$ cat src/rtl/uart_rx_pkg.sv
package uart_rx_pkg;
  typedef struct packed {
    logic       ferr;
    logic       bit9;
    logic [7:0] data;
  } rx_word_t;
endpackage

$ cat src/rtl/rx_baud_tick.sv
module rx_baud_tick #(
  parameter int DIV_W = 8
) (
  input  logic             clk,
  input  logic             rst_n,
  input  logic             en,
  input  logic             clr,
  input  logic [DIV_W-1:0] div,
  output logic             tick
);
  logic [DIV_W-1:0] cnt;

  always_ff @(posedge clk or negedge rst_n) begin
    if (!rst_n)              cnt <= '0;
    else if (clr || !en)     cnt <= '0;
    else if (cnt == div)     cnt <= '0;
    else                     cnt <= cnt + 1'b1;
  end

  assign tick = en && !clr && (cnt == div);

  // each tick restarts the prescaler period
  assert_tick_wrap_R6: assert property (@(posedge clk) disable iff (!rst_n)
    tick |=> (cnt == '0));
endmodule

$ cat src/rtl/rx_frame.sv
module rx_frame
  import uart_rx_pkg::*;
#(
  parameter int OS_FAST = 16,
  parameter int OS_SLOW = 64,
  localparam int OSW = $clog2(OS_SLOW)
) (
  input  logic     clk,
  input  logic     rst_n,
  input  logic     active,
  input  logic     rx,
  input  logic     nine,
  input  logic     fast,
  input  logic     tick,
  output logic     clr_pre,
  output logic     done,
  output rx_word_t word
);
  typedef enum logic [1:0] {S_IDLE, S_START, S_BITS, S_STOP} st_t;
  st_t            st;
  logic [OSW-1:0] os_cnt, os_last, os_mid;
  logic [3:0]     bit_idx, nbits;
  logic [8:0]     shreg;
  logic           v0, v1, vote;

  assign os_last = fast ? OSW'(OS_FAST - 1) : OSW'(OS_SLOW - 1);
  assign os_mid  = fast ? OSW'(OS_FAST / 2) : OSW'(OS_SLOW / 2);
  assign nbits   = nine ? 4'd9 : 4'd8;
  assign vote    = (v0 & v1) | (v0 & rx) | (v1 & rx);
  assign clr_pre = active && (st == S_IDLE) && !rx;

  always_ff @(posedge clk or negedge rst_n) begin
    if (!rst_n) begin
      st <= S_IDLE; os_cnt <= '0; bit_idx <= '0; shreg <= '0;
      v0 <= 1'b1; v1 <= 1'b1; done <= 1'b0; word <= '0;
    end else begin
      done <= 1'b0;
      if (!active) begin
        st <= S_IDLE;
      end else begin
        if (tick && os_cnt == os_mid - 1'b1) v0 <= rx;
        if (tick && os_cnt == os_mid)        v1 <= rx;
        unique case (st)
          S_IDLE: if (!rx) begin st <= S_START; os_cnt <= '0; end
          S_START: if (tick) begin
            if (os_cnt == os_mid && rx) st <= S_IDLE;
            else if (os_cnt == os_last) begin
              st <= S_BITS; os_cnt <= '0; bit_idx <= '0;
            end else os_cnt <= os_cnt + 1'b1;
          end
          S_BITS: if (tick) begin
            if (os_cnt == os_mid + 1'b1) shreg <= {vote, shreg[8:1]};
            if (os_cnt == os_last) begin
              os_cnt <= '0;
              if (bit_idx == nbits - 1'b1) st <= S_STOP;
              else bit_idx <= bit_idx + 1'b1;
            end else os_cnt <= os_cnt + 1'b1;
          end
          S_STOP: if (tick) begin
            if (os_cnt == os_mid + 1'b1) begin
              done      <= 1'b1;
              word.ferr <= ~vote;
              word.bit9 <= nine ? shreg[8] : 1'b0;
              word.data <= nine ? shreg[7:0] : shreg[8:1];
              st        <= S_IDLE;
            end else os_cnt <= os_cnt + 1'b1;
          end
          default: st <= S_IDLE;
        endcase
      end
    end
  end

  // a completed word only follows a cycle in which reception was enabled
  assert_done_when_active_R1: assert property (@(posedge clk) disable iff (!rst_n)
    done |-> $past(active));
endmodule

$ cat src/rtl/rx_word_fifo.sv
module rx_word_fifo
  import uart_rx_pkg::*;
#(
  parameter int DEPTH = 2,
  localparam int AW = (DEPTH > 1) ? $clog2(DEPTH) : 1,
  localparam int CW = $clog2(DEPTH + 1)
) (
  input  logic     clk,
  input  logic     rst_n,
  input  logic     push,
  input  rx_word_t din,
  input  logic     pop,
  output rx_word_t head,
  output logic     full,
  output logic     not_empty,
  output logic [CW-1:0] count
);
  rx_word_t        mem [DEPTH];
  logic [AW-1:0]   wp, rp;

  function automatic logic [AW-1:0] nxt(input logic [AW-1:0] p);
    return (p == AW'(DEPTH - 1)) ? '0 : p + 1'b1;
  endfunction

  always_ff @(posedge clk or negedge rst_n) begin
    if (!rst_n) begin
      wp <= '0; rp <= '0; count <= '0;
    end else begin
      if (push) wp <= nxt(wp);
      if (pop)  rp <= nxt(rp);
      if (push && !pop)      count <= count + 1'b1;
      else if (pop && !push) count <= count - 1'b1;
    end
  end

  for (genvar i = 0; i < DEPTH; i++) begin : g_slot
    always_ff @(posedge clk or negedge rst_n) begin
      if (!rst_n)                     mem[i] <= '0;
      else if (push && wp == AW'(i))  mem[i] <= din;
    end
  end

  assign head      = mem[rp];
  assign full      = (count == CW'(DEPTH));
  assign not_empty = (count != '0);

  // storage never overflows or underflows
  assert_no_overflow_R8: assert property (@(posedge clk) disable iff (!rst_n)
    push |-> !full);
  assert_no_underflow_R8: assert property (@(posedge clk) disable iff (!rst_n)
    pop |-> (count != '0));
endmodule

$ cat src/rtl/uart_addr_rx.sv
module uart_addr_rx
  import uart_rx_pkg::*;
#(
  parameter int DIV_W   = 8,
  parameter int DEPTH   = 2,
  parameter int OS_FAST = 16,
  parameter int OS_SLOW = 64,
  localparam int CW = $clog2(DEPTH + 1)
) (
  input  logic             clk,
  input  logic             rst_n,
  input  logic             rx_i,
  input  logic [DIV_W-1:0] baud_div_i,
  input  logic             fast_i,
  input  logic             port_en_i,
  input  logic             sync_i,
  input  logic             rx_en_i,
  input  logic             nine_bit_i,
  input  logic             addr_det_i,
  input  logic             irq_en_i,
  output logic             rd_valid_o,
  input  logic             rd_ready_i,
  output logic [7:0]       rd_data_o,
  output logic             rd_bit9_o,
  output logic             rd_ferr_o,
  output logic             overrun_o,
  output logic             irq_o
);
  logic [1:0] rx_sync;
  logic       active, tick, clr_pre, f_done, reject, accept, push, pop, full, not_empty;
  rx_word_t   f_word, head;
  logic [CW-1:0] count;

  always_ff @(posedge clk or negedge rst_n) begin
    if (!rst_n) rx_sync <= 2'b11;
    else        rx_sync <= {rx_sync[0], rx_i};
  end

  assign active = port_en_i && !sync_i && rx_en_i;

  rx_baud_tick #(.DIV_W(DIV_W)) u_baud (
    .clk(clk), .rst_n(rst_n), .en(active), .clr(clr_pre),
    .div(baud_div_i), .tick(tick));

  rx_frame #(.OS_FAST(OS_FAST), .OS_SLOW(OS_SLOW)) u_frame (
    .clk(clk), .rst_n(rst_n), .active(active), .rx(rx_sync[1]),
    .nine(nine_bit_i), .fast(fast_i), .tick(tick), .clr_pre(clr_pre),
    .done(f_done), .word(f_word));

  assign reject = nine_bit_i && addr_det_i && !f_word.bit9;
  assign accept = f_done && !reject;
  assign push   = accept && !overrun_o && !full;
  assign pop    = not_empty && rd_ready_i;

  always_ff @(posedge clk or negedge rst_n) begin
    if (!rst_n)                             overrun_o <= 1'b0;
    else if (!rx_en_i)                      overrun_o <= 1'b0;
    else if (accept && full && !overrun_o)  overrun_o <= 1'b1;
  end

  rx_word_fifo #(.DEPTH(DEPTH)) u_fifo (
    .clk(clk), .rst_n(rst_n), .push(push), .din(f_word), .pop(pop),
    .head(head), .full(full), .not_empty(not_empty), .count(count));

  assign rd_valid_o = not_empty;
  assign rd_data_o  = head.data;
  assign rd_bit9_o  = head.bit9;
  assign rd_ferr_o  = head.ferr;
  assign irq_o      = not_empty && irq_en_i;

  // overrun holds while receive stays enabled
  assert_overrun_sticky_R9: assert property (@(posedge clk) disable iff (!rst_n)
    (rx_en_i && $past(rx_en_i) && $past(overrun_o)) |-> overrun_o);
  // a filtered data frame changes neither the queue nor the error flag
  assert_filter_holds_R4: assert property (@(posedge clk) disable iff (!rst_n)
    (f_done && !f_word.bit9 && nine_bit_i && addr_det_i && !rd_ready_i && rx_en_i)
      |=> ($stable(count) && $stable(overrun_o)));
endmodule

$ cat config.mk
export PLATFORM = sky130hd
export DESIGN_NAME = uart_addr_rx
export DESIGN_NICKNAME = d
export VERILOG_FILES = /design/src/rtl/uart_rx_pkg.sv /design/src/rtl/rx_baud_tick.sv /design/src/rtl/rx_frame.sv /design/src/rtl/rx_word_fifo.sv /design/src/rtl/uart_addr_rx.sv
export SDC_FILE = /design/constraint.sdc
export NUM_CORES = 1
export LEC_CHECK = 0
export ABC_CLOCK_PERIOD_IN_PS = 6500
export CAP_MARGIN = 30
export CORE_UTILIZATION = 25
export CTS_BUF_LIST = sky130_fd_sc_hd__clkbuf_8
export CTS_CLUSTER_DIAMETER = 120
export CTS_CLUSTER_SIZE = 12
export DETAILED_ROUTE_END_ITERATION = 7
export RECOVER_POWER = 50
export SLEW_MARGIN = 20
export SYNTH_ARGS = -nofsm -noshare
export SYNTH_HDL_FRONTEND = slang
export SYNTH_SLANG_ARGS = --single-unit
$ cat constraint.sdc
create_clock -name clk -period 6.5 [get_ports clk]
set_clock_uncertainty 0.2 [all_clocks]
set_input_delay 1.95 -clock clk [delete_from_list [all_inputs] [get_ports clk]]
set_output_delay 1.95 -clock clk [all_outputs]
set_load 0.1 [all_outputs]
* Yosys cells after proc, flatten, opt, wreduce, memory -nomap -nowiden
Index checks and enable logic that the tools add are counted.
** Word-level totals
- Register bits :: 69
- Input bits :: 19
- Output and inout port bits :: 13
- Word-level logic and storage cells :: 159
** Operators by class
- Add/sub/neg operators :: 10
- Magnitude comparators :: 1
- Eq/ne operators :: 28
- Multiplexer cells :: 46
- Bitwise operators :: 8
- Reduce and logical (&&, ||, !) cells :: 44
** Operators by type and width (number)
- $mux W6 :: 9
- $mux W10 :: 3
- $eq A6 B6 Y1 :: 4
- $mux W2 :: 12
- $mux W4 :: 6
- $mux W8 :: 3
- $pmux W6 S4 :: 1
- $logic_and A1 B1 Y1 :: 22
- $ne A3 B2 Y1 const B :: 6
- $reduce_and A8 Y1 :: 2
- $add A6 B1 Y6 const B :: 2
- $ne A2 B1 Y1 const B :: 6
- $logic_not A1 Y1 :: 10
- $mux W1 :: 10
- $add A8 B1 Y8 const B :: 1
- $eq A8 B8 Y1 :: 1
- $ne A2 B2 Y1 const B :: 4
- $pmux W2 S4 :: 1
- $pmux W4 S2 :: 1
- $reduce_and A4 Y1 :: 2
- $reduce_and A7 Y1 :: 1
- $eq A2 B2 Y1 const B :: 3
- $reduce_bool A2 Y1 :: 3
- $sub A6 B1 Y6 const B :: 1
- other kinds (17) :: 23

* Depth between registers and ports, before layout
- Word-level depth :: 11
- Depth in mapped cells :: 9
- Gate-level depth less buffers :: 8

* Hierarchy
A second synthesis with hierarchy kept.
** Unflattened totals
- Cells, all modules :: 312
- Area, all modules :: 3622.2 um^2
** By module, submodules not included
- rx_frame :: instances 1, cells an instance 185, area an instance 1883.1 um^2, seq. area each 853.3 um^2
- rx_word_fifo :: instances 1, cells an instance 68, area an instance 1083.5 um^2, seq. area each 600.6 um^2
- rx_baud_tick :: instances 1, cells an instance 47, area an instance 520.5 um^2, seq. area each 200.2 um^2
- uart_addr_rx :: instances 1, cells an instance 12, area an instance 135.1 um^2, seq. area each 77.6 um^2

* Least setup slack after synthesis
Ideal clock, no wire load.
- Path kind :: input to output
- Start :: input irq_en_i
- End :: output irq_o
- Arrival time :: 2.684 ns
- Data required time :: 4.350 ns
- Path slack :: 1.666 ns
- Stages on the path :: 1
- Buffers on the path :: 0
- Cells stage by stage :: and2_1
** Between the ends
- Longest elaborated chain between the ends :: 1
** Ends and longest elaborated chain
- from (decl) :: RTL line uart_addr_rx.sv:20 : input logic irq_en_i,
- $logic_and A1 B1 Y1 :: RTL line uart_addr_rx.sv:69 : assign irq_o = not_empty && irq_en_i;
- to (decl) :: RTL line uart_addr_rx.sv:27 : output logic irq_o
No other way between the ends.

* Worst setup path after layout
Ends and elaborated chain as after synthesis.

==> summary.md <==
| Metric | Value |
|---|---|
| Vias in the first global route | 2382 |
| EDFF count, synth | 0 |
| Layout Nets | 376 |
| Ys Warns | 0 |
| Avg WL per Cell | 12.8 um |
| Crit path cell chain | clkdlybuf4s50_1, and2_1, buf_4 |
| CTS Sinks | 69 |
| # rows | 42 |
| Total wire length | 6720 um |
| # IOs | 32 |
| Cell Count, Final, Fillers Out | 525 |
| Final Hold Vio Count | 0 |
| Critical path's top delay family | buffers and inverters |
| Mapped Area | 3450 um^2 |
| Setup Fix Bufs, Post-CTS | 0 |
| Startpoint types | input pin |
| Hold Slack | 0.158 ns |
| Fillers | 1383 |
| Worst-path clk slew | 0.06 ns |
| Die W | 120 um |
| Worst reg2reg startpoint | u_frame.st[0]$_DFFE_PN0P_ |
| Buffers and inverters on the worst path | 2 |
| Max-Cap Viols | 0 |
| Slew margin rel. | 0.194 |
| Synth unique cells | 46 |
| Sequential share of the synthesized area | 0.501 |
| Clock root buffer | clkbuf_8 |
| Overall via count from detail_route | 2344 |
| CTS Hold Buffers Added | 0 |
| WS Path Type | input pin to primary output |
| Drt first pass iters | 4 |
| Port Buffers | 31 |
| H-tree depth | 3 |
| Fmax | 202 MHz |
| Max stage delay on crit path | 0.45 ns |
| Final GP Congestion | 0.798 |
| HPWL after DPL | 4920 um |
| Worst path slowest cell | clkdlybuf4s50_1 |
| Post-route DRC | 0 |
| CTS buffer count | 9 |
| FF+latch count, synth | 69 |
| Initial Util | 0.259 |
| Largest net degree at the start of global routing | 49 |
| Mapped Nets | 338 |
| Max-slew violation count | 0 |
| Tot Pwr | 0.793 mW |
| Vias/cell | 4.46 |
| Antenna Violating Nets Remaining | 0 |
| Reg-to-reg endpoint | u_frame.word[5]$_DFFE_PN0P_ |
| Gr ovfl total | 0 |
| Area Growth Syn to Fin | 20.2% |
| Origin of the worst setup path | irq_en_i |
| P_leak | 1.87 nW |
| Most common cell after layout, fill and taps aside | dfrtp_1 |
| CP Capture Type | primary output |
| Worst VDD drop | 0.0814 mV |
| Status | complete, no violations |
| R2R Setup Slk | 3.95 ns |
| Worst Path Arrival | 2.81 ns |
| Most frequent cells in the layout | dfrtp_1, mux2_2, nand2_1 |
| Clock Latency Late Sink | 0.34 ns |
| Slew of the pin with the lowest slew margin | 1.21 ns |
| Fraction of layout cells with a size suffix above 1 | 0.198 |
| Power density over cell area | 191 nW/um^2 |
| Finish-stage setup viols | 0 |
| First-pass GRT wire length | 11600 um |
| Asr flop ratio synth | 1.00 |
| Clock buffer depth | 2 |
| Worst Setup EP | irq_o |
| Ant diodes | 0 |
| Gates resized, CTS repair | 0 |
| Core area | 13300 um^2 |
| Mean Syn Cell Area | 11.2 um^2 |
| Hold Path Class | flip-flop to flip-flop |
| Full die area | 14300 um^2 |
| Prevailing post-synth register cell | dfrtp_1 |
| Final cycle utilization of the critical path | 0.762 |
| Cell count along the critical path | 3 |
| Post-Synthesis Cells | 308 |
| First DRT Iteration DRCs | 90 |
| CTS tree | built |
| Period minus WS final | 4.96 ns |
| Setup TNS | 0 ns |
| Worst-path fanout max | 1 |
| Req. time, crit path | 4.35 ns |
| Tot GR Track Use | 0.105 |
| Worst R2R Path Depth | 8 |
| Placed cell count | 511 |
| Die Height | 120 um |
| Antenna violations before repair | 0 |
| RSZ-0062 raised after global routing | false |
| Multi-input logic area | 1680 um^2 |
| FF/Latch Area | 1730 um^2 |
==> sequential cells by signal, summed over array words and instances (netlist names), 2 cells and up <==
register	flops
rx_sync	2
u_baud.cnt	8
u_fifo.count	2
u_fifo.mem	20
u_frame.bit_idx	4
u_frame.os_cnt	6
u_frame.shreg	9
u_frame.st	2
u_frame.word	10
==> stage by stage <==
step                utilization  worst slack [ns]  cell area, um^2
finish                    0.311              1.54             4150
global route              0.311              1.50             4150
CTS                       0.311              1.53             4150
detailed placement        0.298              1.54             3970
global placement          0.297              1.55             3960
floorplan                     -              1.67             3450
==> synth_stat cells (all sizes together), types with 2 or more instances <==
library cell | instances | area [um^2]
nand2 | 29 | 109
or3 | 2 | 12.5
ha | 11 | 138
and3 | 3 | 18.8
o211ai | 2 | 15.0
nor3 | 6 | 57.6
clkbuf | 3 | 11.3
o21ai | 23 | 115
dfrtp | 65 | 1630
o31ai | 4 | 30.0
nor4 | 2 | 18.8
dfstp | 4 | 105
nand3b | 3 | 22.5
nand2b | 2 | 12.5
buf | 2 | 10.0
nor2 | 20 | 75.1
o21a | 2 | 15.0
mux2i | 9 | 90.1
and3b | 2 | 17.5
a21o | 2 | 15.0
mux2 | 42 | 473
nor2b | 4 | 25.0
nand3 | 18 | 95.1
or2 | 3 | 18.8
xor2 | 8 | 70.1
inv | 9 | 33.8
xnor2 | 11 | 96.3
nand4 | 3 | 18.8
and2 | 2 | 12.5
==> kinds of logic (layout without fill, tap and decap cells) <==
logic type / after synthesis / in the layout / share of synthesized area
flip-flops: 69 / 69 / 0.501
AND/OR/NAND/NOR: 104 / 104 / 0.161
AO/OA/AOI/OAI: 39 / 39 / 0.0681
multiplexers: 51 / 51 / 0.163
buffers and inverters: 14 / 55 / 0.0159
adder cells (fa/ha/maj): 12 / 12 / 0.0428
XOR/XNOR: 19 / 19 / 0.0482
==> per-layer routing <==
metal | GRT usage | part of all wire | up-vias
li1 | - | - | 1157
met1 | 0.128 | 0.46 | 1145
met2 | 0.164 | 0.47 | 31
met3 | 0.0295 | 0.045 | 11
met4 | 0.0617 | 0.024 | 0
met5 | 0 | 0 | -
==> final cells by class <==
type	instances	area share
Multi-Input combinational cell	225	0.404
Timing Repair Buffer	32	0.0745
Clock buffer	10	0.0332
Sequential cell	69	0.417
Tap cell	176	0.0531
Clock inverter	4	0.0103
Inverter	9	0.00814
==> worst min path at each step <==
| stage | to | depth (start not counted) | slack (ns) | from |
|---|---|---|---|---|
| global route | rx_sync[1]$_DFF_PN1_ | 0 | 0.17 | rx_sync[0]$_DFF_PN1_ |
| CTS | rx_sync[1]$_DFF_PN1_ | 0 | 0.16 | rx_sync[0]$_DFF_PN1_ |
| finish | rx_sync[1]$_DFF_PN1_ | 0 | 0.16 | rx_sync[0]$_DFF_PN1_ |
| floorplan | rx_sync[1]$_DFF_PN1_ | 0 | 0.15 | rx_sync[0]$_DFF_PN1_ |
| global placement | rx_sync[1]$_DFF_PN1_ | 0 | 0.15 | rx_sync[0]$_DFF_PN1_ |
| detailed placement | rx_sync[1]$_DFF_PN1_ | 0 | 0.15 | rx_sync[0]$_DFF_PN1_ |
==> power breakdown <==
part	switching (mW)	internal [mW]
sequential	0.00127	0.431
clock	0.146	0.180
combinational	0.0190	0.0157
total	0.166	0.627
(Power assumes the default switching activity.)
